**config.mk**
```make
export PLATFORM = sky130hd
export DESIGN_NAME = isc_irq_ctrl
export DESIGN_NICKNAME = d
export VERILOG_FILES = /design/src/rtl/isc_pkg.sv /design/src/rtl/isc_edge_detect.sv /design/src/rtl/isc_mask_reg.sv /design/src/rtl/isc_status_bank.sv /design/src/rtl/isc_reg_read.sv /design/src/rtl/isc_irq_ctrl.sv
export SDC_FILE = /design/constraint.sdc
export NUM_CORES = 1
export LEC_CHECK = 0
export BUFFER_PORTS_ARGS = -buffer_cell sky130_fd_sc_hd__buf_2
export CORE_MARGIN = 3
export CORE_UTILIZATION = 54
export CTS_BUF_LIST = sky130_fd_sc_hd__clkbuf_8
export CTS_CLUSTER_SIZE = 20
export DETAILED_ROUTE_END_ITERATION = 7
export GPL_TIMING_DRIVEN = 0
export PLACE_DENSITY = 0.81
export SYNTH_ARGS = -nofsm -noshare
export SYNTH_HDL_FRONTEND = slang
export SYNTH_SLANG_ARGS = --single-unit
```
**constraint.sdc**
```tcl
create_clock -name clk -period 1.1 [get_ports clk]
set_input_delay 0.11 -clock clk [delete_from_list [all_inputs] [get_ports clk]]
set_output_delay 0.11 -clock clk [all_outputs]
set_load 0.05 [all_outputs]
```
**src/rtl/isc_pkg.sv**
```systemverilog
package isc_pkg;
  localparam int BYTE_W    = 8;
  localparam int WORD_W    = 16;
  localparam int NUM_BYTES = WORD_W / BYTE_W;
  localparam int ADDR_W    = 3;
  // register map: each group is NUM_BYTES consecutive byte lanes, low lane first
  localparam int MASK_BASE = 0;
  localparam int STAT_BASE = 2;
  localparam int ACK_BASE  = 4;
  // named status bit positions
  localparam int BIT_TICK   = 8;
  localparam int BIT_ALARM  = 9;
  localparam int BIT_UPDERR = 10;
  localparam int BIT_BUTTON = 11;
endpackage

```
**src/rtl/isc_edge_detect.sv**
```systemverilog
module isc_edge_detect (
  input  logic clk,
  input  logic rst,
  input  logic lvl_i,
  output logic rise_o
);
  logic lvl_q;

  always_ff @(posedge clk) begin
    if (rst) lvl_q <= 1'b0;
    else     lvl_q <= lvl_i;
  end

  assign rise_o = lvl_i & ~lvl_q;
endmodule

```
**src/rtl/isc_mask_reg.sv**
```systemverilog
module isc_mask_reg #(
  parameter int WORD_W = 16,
  parameter int BYTE_W = 8,
  parameter int NUM_SRC = 12,
  localparam int NUM_BYTES = WORD_W / BYTE_W
) (
  input  logic                 clk,
  input  logic                 rst,
  input  logic [NUM_BYTES-1:0] we_i,
  input  logic [BYTE_W-1:0]    data_i,
  output logic [WORD_W-1:0]    mask_o
);
  localparam logic [WORD_W-1:0] RST_VAL = WORD_W'((1 << NUM_SRC) - 1);

  for (genvar b = 0; b < NUM_BYTES; b++) begin : g_lane
    always_ff @(posedge clk) begin
      if (rst)        mask_o[b*BYTE_W +: BYTE_W] <= RST_VAL[b*BYTE_W +: BYTE_W];
      else if (we_i[b]) mask_o[b*BYTE_W +: BYTE_W] <= data_i;
    end

    AST_MASK_LANE_LOAD: assert property (@(posedge clk) disable iff (rst)
      we_i[b] |=> mask_o[b*BYTE_W +: BYTE_W] == $past(data_i));
    AST_MASK_LANE_HOLD: assert property (@(posedge clk) disable iff (rst)
      !we_i[b] |=> $stable(mask_o[b*BYTE_W +: BYTE_W]));
  end
endmodule

```
**src/rtl/isc_status_bank.sv**
```systemverilog
module isc_status_bank #(
  parameter int WORD_W = 16,
  parameter int BYTE_W = 8,
  parameter int NUM_SRC = 12,
  localparam int NUM_BYTES = WORD_W / BYTE_W
) (
  input  logic                 clk,
  input  logic                 rst,
  input  logic [NUM_SRC-1:0]   set_i,
  input  logic [NUM_BYTES-1:0] ack_we_i,
  input  logic [BYTE_W-1:0]    data_i,
  output logic [WORD_W-1:0]    stat_o
);
  for (genvar i = 0; i < WORD_W; i++) begin : g_bit
    if (i < NUM_SRC) begin : g_live
      logic ack_hit;
      assign ack_hit = ack_we_i[i / BYTE_W] & data_i[i % BYTE_W];

      // a set pulse outranks a same-cycle acknowledge
      always_ff @(posedge clk) begin
        if (rst)          stat_o[i] <= 1'b0;
        else if (set_i[i]) stat_o[i] <= 1'b1;
        else if (ack_hit) stat_o[i] <= 1'b0;
      end

      AST_SET_LATCHES: assert property (@(posedge clk) disable iff (rst)
        set_i[i] |=> stat_o[i]);
      AST_ACK_CLEARS: assert property (@(posedge clk) disable iff (rst)
        (ack_hit && !set_i[i]) |=> !stat_o[i]);
      AST_STICKY: assert property (@(posedge clk) disable iff (rst)
        (stat_o[i] && !ack_hit) |=> stat_o[i]);
    end else begin : g_tie
      assign stat_o[i] = 1'b0;
    end
  end
endmodule

```
**src/rtl/isc_reg_read.sv**
```systemverilog
module isc_reg_read
  import isc_pkg::*;
#(
  parameter int WORD_W = 16,
  parameter int BYTE_W = 8,
  parameter int ADDR_W = 3,
  localparam int NUM_BYTES = WORD_W / BYTE_W
) (
  input  logic [ADDR_W-1:0] addr_i,
  input  logic [WORD_W-1:0] mask_i,
  input  logic [WORD_W-1:0] stat_i,
  output logic [BYTE_W-1:0] rd_data_o
);
  // acknowledge and unused addresses fall through to zero
  always_comb begin
    rd_data_o = '0;
    for (int b = 0; b < NUM_BYTES; b++) begin
      if (addr_i == ADDR_W'(MASK_BASE + b)) rd_data_o = mask_i[b*BYTE_W +: BYTE_W];
      if (addr_i == ADDR_W'(STAT_BASE + b)) rd_data_o = stat_i[b*BYTE_W +: BYTE_W];
    end
  end
endmodule

```
**src/rtl/isc_irq_ctrl.sv**
```systemverilog
module isc_irq_ctrl
  import isc_pkg::*;
#(
  parameter int NUM_SRC = 12
) (
  input  logic               clk,
  input  logic               rst,
  input  logic               wr_en_i,
  input  logic [ADDR_W-1:0]  addr_i,
  input  logic [BYTE_W-1:0]  wr_data_i,
  output logic [BYTE_W-1:0]  rd_data_o,
  input  logic [NUM_SRC-1:0] evt_set_i,
  input  logic               btn_i,
  output logic               irq_o
);
  logic [NUM_BYTES-1:0] mask_we, ack_we;
  logic [WORD_W-1:0]    mask_q, stat_q;
  logic [NUM_SRC-1:0]   set_vec;
  logic                 btn_rise;

  for (genvar b = 0; b < NUM_BYTES; b++) begin : g_dec
    assign mask_we[b] = wr_en_i && (addr_i == ADDR_W'(MASK_BASE + b));
    assign ack_we[b]  = wr_en_i && (addr_i == ADDR_W'(ACK_BASE + b));
  end

  isc_edge_detect u_btn (
    .clk(clk), .rst(rst), .lvl_i(btn_i), .rise_o(btn_rise)
  );

  always_comb begin
    set_vec = evt_set_i;
    set_vec[BIT_BUTTON] = evt_set_i[BIT_BUTTON] | btn_rise;
  end

  isc_mask_reg #(.WORD_W(WORD_W), .BYTE_W(BYTE_W), .NUM_SRC(NUM_SRC)) u_mask (
    .clk(clk), .rst(rst), .we_i(mask_we), .data_i(wr_data_i), .mask_o(mask_q)
  );

  isc_status_bank #(.WORD_W(WORD_W), .BYTE_W(BYTE_W), .NUM_SRC(NUM_SRC)) u_stat (
    .clk(clk), .rst(rst), .set_i(set_vec), .ack_we_i(ack_we),
    .data_i(wr_data_i), .stat_o(stat_q)
  );

  isc_reg_read #(.WORD_W(WORD_W), .BYTE_W(BYTE_W), .ADDR_W(ADDR_W)) u_rd (
    .addr_i(addr_i), .mask_i(mask_q), .stat_i(stat_q), .rd_data_o(rd_data_o)
  );

  assign irq_o = |(stat_q & ~mask_q);

  AST_MASKED_QUIET: assert property (@(posedge clk) disable iff (rst)
    (&mask_q[NUM_SRC-1:0]) |-> !irq_o);
  AST_BUTTON_CAUSE: assert property (@(posedge clk) disable iff (rst)
    $rose(stat_q[BIT_BUTTON]) |-> $past(evt_set_i[BIT_BUTTON] || btn_rise));
  AST_UNMASKED_FIRES: assert property (@(posedge clk) disable iff (rst)
    (evt_set_i[0] && !mask_q[0] && !mask_we[0]) |=> irq_o);
endmodule

```
### Yosys cells after proc, flatten, opt, wreduce, memory -nomap -nowiden

Index checks and enable logic that the tools add are counted.

* memory bits (read-only): 0
* register bits: 29
* memories: 0
* word-level logic and storage cells: 83
* output and inout port bits: 9
* RAM bits: 0
* latch bits: 0
* input port bits: 27

* reduce and logical (&&, ||, !) cells: 18
* shift-type cells: 0
* add/subtract/negate cells: 0
* multiply operators: 0
* order comparisons: 0
* eq/ne operators: 5
* bitwise operators: 17
* divide/modulo/power cells: 0
* mux-type cells: 28

Operators with widths (count)
* 8-bit two-way mux: 4
* 1-bit two-way mux: 24
* 2-bit nonzero test: 12
* 12-bit by 16-bit bitwise AND with 16-bit output: 1
* 16-bit inverter: 1
* 16-bit OR reduction: 1
* 1-bit bitwise AND: 13
* 3-bit by 2-bit equality test with 1-bit output (second input constant): 2
* 3-bit equality test (second input constant): 2
* 1-bit logical AND: 4
* 3-bit by 1-bit equality test with 1-bit output (second input constant): 1
* 3-bit zero test: 1
* 1-bit inverter: 1
* 1-bit bitwise OR: 1

### Logic depth before layout (Yosys ltp)

Gate-level depths: netlist of run 1.

* depth after elaboration: 5
* mapped depth: 4
* depth with buffers taken out: 3

### Modules after synthesis

A second synthesis of run 1 with hierarchy kept.

* cell total of the unflattened synthesis: 166
* area, all modules: 1625.3 um2

Modules (own cells, without submodules)
* isc_mask_reg: times used 1, area each 600.6 um2, seq. area each 320.3 um2, cells an instance 52
* isc_status_bank: times used 1, area each 491.7 um2, seq. area each 240.2 um2, cells an instance 55
* isc_reg_read: times used 1, area each 261.5 um2, seq. area each 0.0 um2, cells an instance 30
* isc_irq_ctrl: times used 1, area each 224.0 um2, seq. area each 0.0 um2, cells an instance 26
* isc_edge_detect: times used 1, area each 47.5 um2, seq. area each 20.0 um2, cells an instance 3

### Worst setup path after synthesis of run 1

No wires, ideal clock.

* path type: reg2out
* start: register u_mask.mask_o[8]
* end: output rd_data_o[0]
* buffers on the path: 0
* arrival time: 1.245 ns
* stages on the path, launching flop included: 3
* slack: -0.255 ns
* required time: 0.990 ns
* cells stage by stage: dfxtp_1 mux4_1 nor2b_1

* word-level cells in the longest chain between the ends: 2

Ends and longest elaborated chain
* start, declared: line isc_mask_reg.sv:11 `output logic [WORD_W-1:0] mask_o`
* start signal, assigned by index: line isc_mask_reg.sv:17 `if (rst) mask_o[b*BYTE_W +: BYTE_W] <= RST_VAL[b*BYTE_W +: BYTE_W];`
* start signal, assigned by index: line isc_mask_reg.sv:18 `else if (we_i[b]) mask_o[b*BYTE_W +: BYTE_W] <= data_i;`
* 8-bit two-way mux: line isc_reg_read.sv:18 `if (addr_i == ADDR_W'(MASK_BASE + b)) rd_data_o = mask_i[b*BYTE_W +: BYTE_W];`
* 8-bit two-way mux: line isc_reg_read.sv:19 `if (addr_i == ADDR_W'(STAT_BASE + b)) rd_data_o = stat_i[b*BYTE_W +: BYTE_W];`
* end, declared: line isc_irq_ctrl.sv:11 `output logic [BYTE_W-1:0] rd_data_o,`

No other way between the ends.

### Worst setup path in the final report of run 1

* start: register u_mask.mask_o[7]
* end: output irq_o

* word-level cells in the longest chain between the ends: 3

Ends and longest elaborated chain
* 16-bit inverter: line isc_irq_ctrl.sv:48 `assign irq_o = |(stat_q & ~mask_q);`
* 12-bit by 16-bit bitwise AND with 16-bit output: line isc_irq_ctrl.sv:48
* 16-bit OR reduction: line isc_irq_ctrl.sv:48
* end, declared: line isc_irq_ctrl.sv:14 `output logic irq_o`

No other way between the ends.

==> flow_metrics.py, run 1 <==
metrics = {
    "die": {
        "fp.dieW_um": 58.0,
        "die_h_um": 58.0,
        "core_area_mm2": 0.00252,
        "initial_core_util_pct": 57.9,
        "rows": 18,
        "die_area_mm2": 0.00337,
        "io_pins": 36,
    },
    "timing": {
        "drv_slew": 0,
        "fmax_ghz": 0.659,
        "worst_slew_pin_slew_ns": 0.567,
        "hold_violations": 0,
        "grt_setup_unrepaired": "yes",
        "setup_violations": 9,
        "relSlewSlack_pct": 62.2,
        "finClkSkew_ns": 0.00000283,
        "layout_setup_ws_ns": -0.417,
        "post-route-period-util_pct": 138,
        "fin_crit_ns": 1.52,
    },
    "cts": {
        "cts_hold_buf": 0,
        "clock_sinks": 29,
        "cts_root_buffer": "clkbuf_8",
        "clock_path_buffers": 2,
        "numCtsBuffers": 5,
        "htreeDepth": 2,
        "insertion_delay_ns": 0.27,
        "cts_tree": "done",
        "clkSlewWorstSetupHoldPaths_ns": 0.06,
    },
    "critical_path": {
        "crit_path_max_fanout": 3,
        "critPathCaptureType": "output pin",
        "endpoint": "irq_o",
        "arrival_ns": 1.41,
        "r2r_end": "u_mask.mask_o[7]",
        "timing.reg2reg.setup_slack_ns": 0.19,
        "start_kind": "flop",
        "r2r_start": "u_mask.mask_o[7]",
        "worstSetupPathType": "reg2out",
        "reg2reg_depth": 2,
        "cp.required_ns": 0.99,
        "setup.worst_path.start": "u_mask.mask_o[7]",
    },
    "global_route": {
        "grt_max_degree": 11,
        "grt_pass1_vias": 1344,
        "track_usage_pct": 26.1,
        "antenna_found_initial": 0,
        "grt_first_pass_wirelength_um": 6490,
        "overflow": 0,
    },
    "layout": {
        "finish.utilization_pct": 80.9,
        "design_area_mm2": 0.00204,
        "syn2layout_area_growth_pct": 39.6,
        "final_cell_mix": "26 x buf_2, 15 x nor2_1, 15 x dfxtp_1, 14 x inv_1, 14 x dfxtp_2",
        "diodes": 0,
        "nNetsFinal": 224,
        "final_common_cell": "buf_2",
        "drive_above_1_share_pct": 47.5,
    },
    "pwr": {
        "p_per_area_mw_per_mm2": 1380,
        "p_leak_nw": 0.880,
        "vdd_drop_max_uv": 1340,
        "power.total_mw": 2.82,
    },
    "logic_synthesis": {
        "synth_top_cell_area_share_pct": 39.7,
        "yosysTopAreaCell": "dfxtp_1",
        "synth-seq-cells": 29,
        "synth_nets": 177,
        "yosys_warnings": 0,
        "yosysSeqAreaShare_pct": 39.7,
        "synth_area_mm2": 0.00146,
        "syn_inst": 150,
        "ys_types": 28,
        "syn_area_per_cell_um2": 9.74,
        "synthTopCellsByArea": "dfxtp_1 40%, mux2i_1 9.6%, nor2b_1 6.4%",
    },
    "route": {
        "drt_drc_violations_left": 0,
        "totalWireLength_um": 4060,
        "drt-wirelength-per-cell_um": 17.8,
        "drtIter0Drc": 59,
        "drtPass1Iterations": 4,
        "vias": 1333,
        "drt.antenna.violating_nets": 0,
        "vias_per_cell": 5.85,
    },
    "placed_design": {
        "port_buffers": 35,
        "place_area_mm2": 0.00174,
        "gp_congestion": 0.744,
        "dp_hpwl_um": 2560,
    },
    "min_path": {
        "hp-class": "in2reg",
    },
    "run": {
        "maxCapViolCount": 0,
    },
    "outcome": {
        "status": "finished with violations",
        "violations": "setup timing",
    },
}
-- report_power, final --
part / leakage [nW] / internal [mW] / switching, mW
registers: 0.239 / 1.11 / 0.0435
logic: 0.579 / 0.252 / 0.289
clock network: 0.0626 / 0.728 / 0.401
total: 0.880 / 2.09 / 0.733
-- critical path: stages (launching register included) --
cell       delay, ns
dfxtp_1         0.41
nor2b_4         0.07
a2111oi_4       0.34
nand3_2         0.13
buf_6           0.18
-- worst min-delay path by stage --
stage | startpoint | endpoint | slack, ns | depth (start not counted)
after floorplan | wr_data_i[0] | u_stat.stat_o[0] | 0.22 | 1
after global placement | wr_data_i[4] | u_stat.stat_o[4] | 0.33 | 2
after detailed placement | wr_data_i[4] | u_stat.stat_o[4] | 0.34 | 2
after CTS | wr_data_i[4] | u_stat.stat_o[4] | 0.04 | 2
after global routing | wr_data_i[4] | u_stat.stat_o[4] | 0.03 | 2
final | wr_data_i[4] | u_stat.stat_o[4] | 0.04 | 2
-- flip-flops by register name (all words and copies together), names as in the netlist --
name,cells
u_mask.mask_o,16
u_stat.stat_o,12
u_btn.lvl_q,1
-- cell type report --
type	instances	area, um2
Inverter	14	52.6
Buffer	7	52.6
Fill cell	158	482
Clock inverter	2	33.8
Multi-Input combinational cell	100	911
Clock buffer	6	82.6
Timing Repair Buffer	40	273
Tap cell	30	37.5
Sequential cell	29	598
-- Yosys cell counts, drive strengths merged --
cell and instances:
a2bb2oi 4, nor2b 17, and2b 1, clkinv 1, clkbuf 2, nor3b 3
nand3 1, a311oi 8, buf 5, and4bb 1, inv 13, nor2 19
nor4b 1, o21ai 1, o211ai 3, a21oi 2, a2111oi 3, nand2 10
dfxtp 29, nor3 4, nand4b 1, mux4 4, mux2i 14, a211o 3
-- per-layer routing --
| metal | global-route usage, % | up-vias | part of all wire, % |
|---|---|---|---|
| met1 | 33.2 | 650 | 42 |
| met5 | 0 | - | 0 |
| met3 | 4.90 | 9 | 6.3 |
| li1 | - | 625 | - |
| met4 | 11.9 | 0 | 2.3 |
| met2 | 42.7 | 49 | 49 |
-- timing repair --
item                       in CTS  in global routing
pin swaps                       4                  2
setup endpoints to repair       9                 15
resized for setup              43                  6
buffers inserted                3                  3
-- metrics by stage --
step / TNS (ns) / hold slack [ns] / worst slack (ns) / instances
after floorplan: -0.115 / 0.219 / -0.0882 / 150
after global placement: -3.84 / 0.333 / -0.311 / 215
after detailed placement: -4.81 / 0.343 / -0.321 / 215
after CTS: -2.61 / 0.0403 / -0.397 / 226
after global routing: -3.07 / 0.0337 / -0.445 / 228
final: -2.75 / 0.0437 / -0.417 / 228
-- kinds of logic (layout without fill, tap and decap cells) --
family | after synthesis | count (layout) | synth area share [%]
buffers and inverters | 21 | 69 | 7.19
and+or+nand+nor | 58 | 58 | 23.5
muxes | 18 | 18 | 16.3
AOI/OAI and AO/OA | 24 | 24 | 13.4
DFF | 29 | 29 | 39.7
Power figures use the tool's default switching activity.
==> inputs of run 2 (changes only) <==
==> constraint.sdc (replaced) <==
create_clock -name clk -period 1.1 [get_ports clk]
set_input_delay 0.165 -clock clk [delete_from_list [all_inputs] [get_ports clk]]
set_output_delay 0.165 -clock clk [all_outputs]
set_load 0.05 [all_outputs]
==> run 2 against run 1 <==
- the run still ends with setup timing left
- critical path depth is the same
- first-iteration DRC count grew 5.1%
- worst setup slack lost 0.056 ns
- clock skew is essentially flat
- worst hold slack gained 0.056 ns
- power shrank 5.0%
- sequential cell count is the same
- critical path type unchanged
- largest cell class unchanged
- highest routed layer unchanged
==> flow_metrics.py, run 2 (synthesis results as in run 1) <==
metrics = {
    "cts": {
        "insertion_delay_ns": 0.28,
        "htreeDepth": 2,
        "cts_root_buffer": "clkbuf_8",
        "clock_path_buffers": 2,
        "clock_sinks": 29,
        "clkSlewWorstSetupHoldPaths_ns": 0.06,
        "cts_tree": "done",
        "numCtsBuffers": 5,
    },
    "die": {
        "core_area_mm2": 0.00252,
        "io_pins": 36,
        "die_area_mm2": 0.00337,
        "fp.dieW_um": 58.0,
        "rows": 18,
        "initial_core_util_pct": 57.9,
        "die_h_um": 58.0,
    },
    "pwr": {
        "p_leak_nw": 0.886,
        "sw_frac_of_total_pct": 27.6,
        "p_per_area_mw_per_mm2": 1270,
        "comb_power_share_pct": 21.1,
        "clkPwrFrac_pct": 35.8,
        "power_frac_seq_pct": 43.0,
        "power.total_mw": 2.68,
        "vdd_drop_max_uv": 1570,
        "p_int_mw": 1.94,
        "p_switching_mw": 0.740,
    },
    "timing": {
        "layout_setup_ws_ns": -0.473,
        "relSlewSlack_pct": 59.5,
        "post-route-period-util_pct": 143,
        "drv_slew": 0,
        "tns_ns": -3.25,
        "fmax_ghz": 0.636,
        "fin_crit_ns": 1.57,
        "worst_slew_pin_slew_ns": 0.607,
        "setup_violations": 9,
        "finClkSkew_ns": 0.0000125,
        "hold_violations": 0,
        "grt_setup_unrepaired": "yes",
    },
    "layout": {
        "max_flop_register": "u_mask.mask_o",
        "final_common_cell": "buf_2",
        "design_area_mm2": 0.00210,
        "diodes": 0,
        "syn2layout_area_growth_pct": 43.8,
        "final_cells": 228,
        "reg_top3": "u_mask.mask_o: 16 flops, u_stat.stat_o: 12 flops, u_btn.lvl_q: 1 flops",
        "largest_reg_flops": 16,
        "nNetsFinal": 224,
        "final_cell_mix": "25 x buf_2, 18 x dfxtp_2, 15 x nor2_1, 13 x mux2i_1, 13 x inv_1",
        "drive_above_1_share_pct": 51.5,
    },
    "route": {
        "drt-wirelength-per-cell_um": 17.9,
        "vias_per_cell": 5.91,
        "drtPass1Iterations": 4,
        "totalWireLength_um": 4090,
        "drt.antenna.violating_nets": 0,
        "drt_drc_violations_left": 0,
        "drtIter0Drc": 62,
        "vias": 1347,
    },
    "global_route": {
        "overflow": 0,
        "grt_max_degree": 11,
        "grt_pass1_vias": 1351,
        "grt_first_pass_wirelength_um": 6700,
        "antenna_found_initial": 0,
        "track_usage_pct": 27.1,
    },
    "critical_path": {
        "crit_path_max_fanout": 3,
        "r2r_end": "u_mask.mask_o[0]",
        "r2r_start": "u_mask.mask_o[0]",
        "critPathCaptureType": "output pin",
        "cp.required_ns": 0.94,
        "arrival_ns": 1.41,
        "timing.reg2reg.setup_slack_ns": 0.24,
        "start_kind": "flop",
        "reg2reg_depth": 2,
        "worstSetupPathType": "reg2out",
    },
    "placed_design": {
        "gp_congestion": 0.740,
        "dp_cells": 215,
        "place_area_mm2": 0.00182,
        "dp_hpwl_um": 2670,
        "port_buffers": 35,
    },
    "min_path": {
        "hp-start": "wr_data_i[7]",
        "holdPathStages": 2,
        "worstHoldEndpoint": "u_stat.stat_o[7]",
        "hp-class": "in2reg",
    },
    "outcome": {
        "violations": "setup timing",
        "status": "finished with violations",
    },
    "run": {
        "maxCapViolCount": 0,
    },
}
run 2: cell types whose count changed in the layout (fill, tap and decap cells not counted), sizes merged:
cell	change
clkbuf	+1
bufinv	-1
clkinv	+1
inv	-1
run 2: critical path: stages (launching register included):
cell	delay [ns]
dfxtp_2	0.33
nor2b_4	0.13
a2111oi_4	0.40
nand3_4	0.11
buf_8	0.17
run 2: through the flow:
step           util (%)  hold WS [ns]  setup WS, ns
2_1_floorplan         -         0.266       -0.0681
3_3_place_gp       72.1         0.389        -0.401
3_5_place_dp       72.1         0.398        -0.412
4_1_cts            82.1        0.0966        -0.465
5_1_grt            83.3         0.112        -0.535
6_report           83.3        0.0996        -0.473
run 2: how the worst max path moves through the flow:
stage                            startpoint      endpoint  slack [ns]  depth (start not counted)
after floorplan            u_stat.stat_o[7]         irq_o       -0.07                          3
after global placement            addr_i[1]  rd_data_o[2]       -0.40                          5
after detailed placement          addr_i[1]  rd_data_o[3]       -0.41                          5
after CTS                  u_stat.stat_o[2]         irq_o       -0.46                          4
after global routing      u_stat.stat_o[11]         irq_o       -0.53                          4
final                     u_stat.stat_o[11]         irq_o       -0.47                          4
run 2: timing repair:
action,CTS,global route
buffers inserted,4,1
gates resized for setup,43,10
gates cloned,0,0
setup endpoints to repair,17,20
pin swaps,5,0
hold buffers,0,0
run 2: layer usage:
layer  share of wire, %  global-route usage [%]  vias up
met5                  0                       0        -
met4                2.1                    10.6        0
met3                6.8                    7.13        9
met2                 50                    44.0       56
met1                 41                    34.2      659
li1                   -                       -      623
run 2: power by group through the flow:
stage	Clock, mW	Combinational (mW)	Sequential [mW]
2_1_floorplan	0	0.347	1.15
3_3_place_gp	0	0.466	1.16
3_5_place_dp	0	0.481	1.17
4_1_cts	0.965	0.554	1.15
5_1_grt	1.03	0.601	1.16
6_report	0.959	0.567	1.15
run 2: final cells by class:
cell class,instances,area [um2]
tap,30,37.5
clock buffer,7,96.3
inverter,14,52.6
buffer,7,72.6
fill,151,420
multi-input combinational,100,948
timing repair buffer,40,279
clock inverter,1,5.00
sequential,29,611
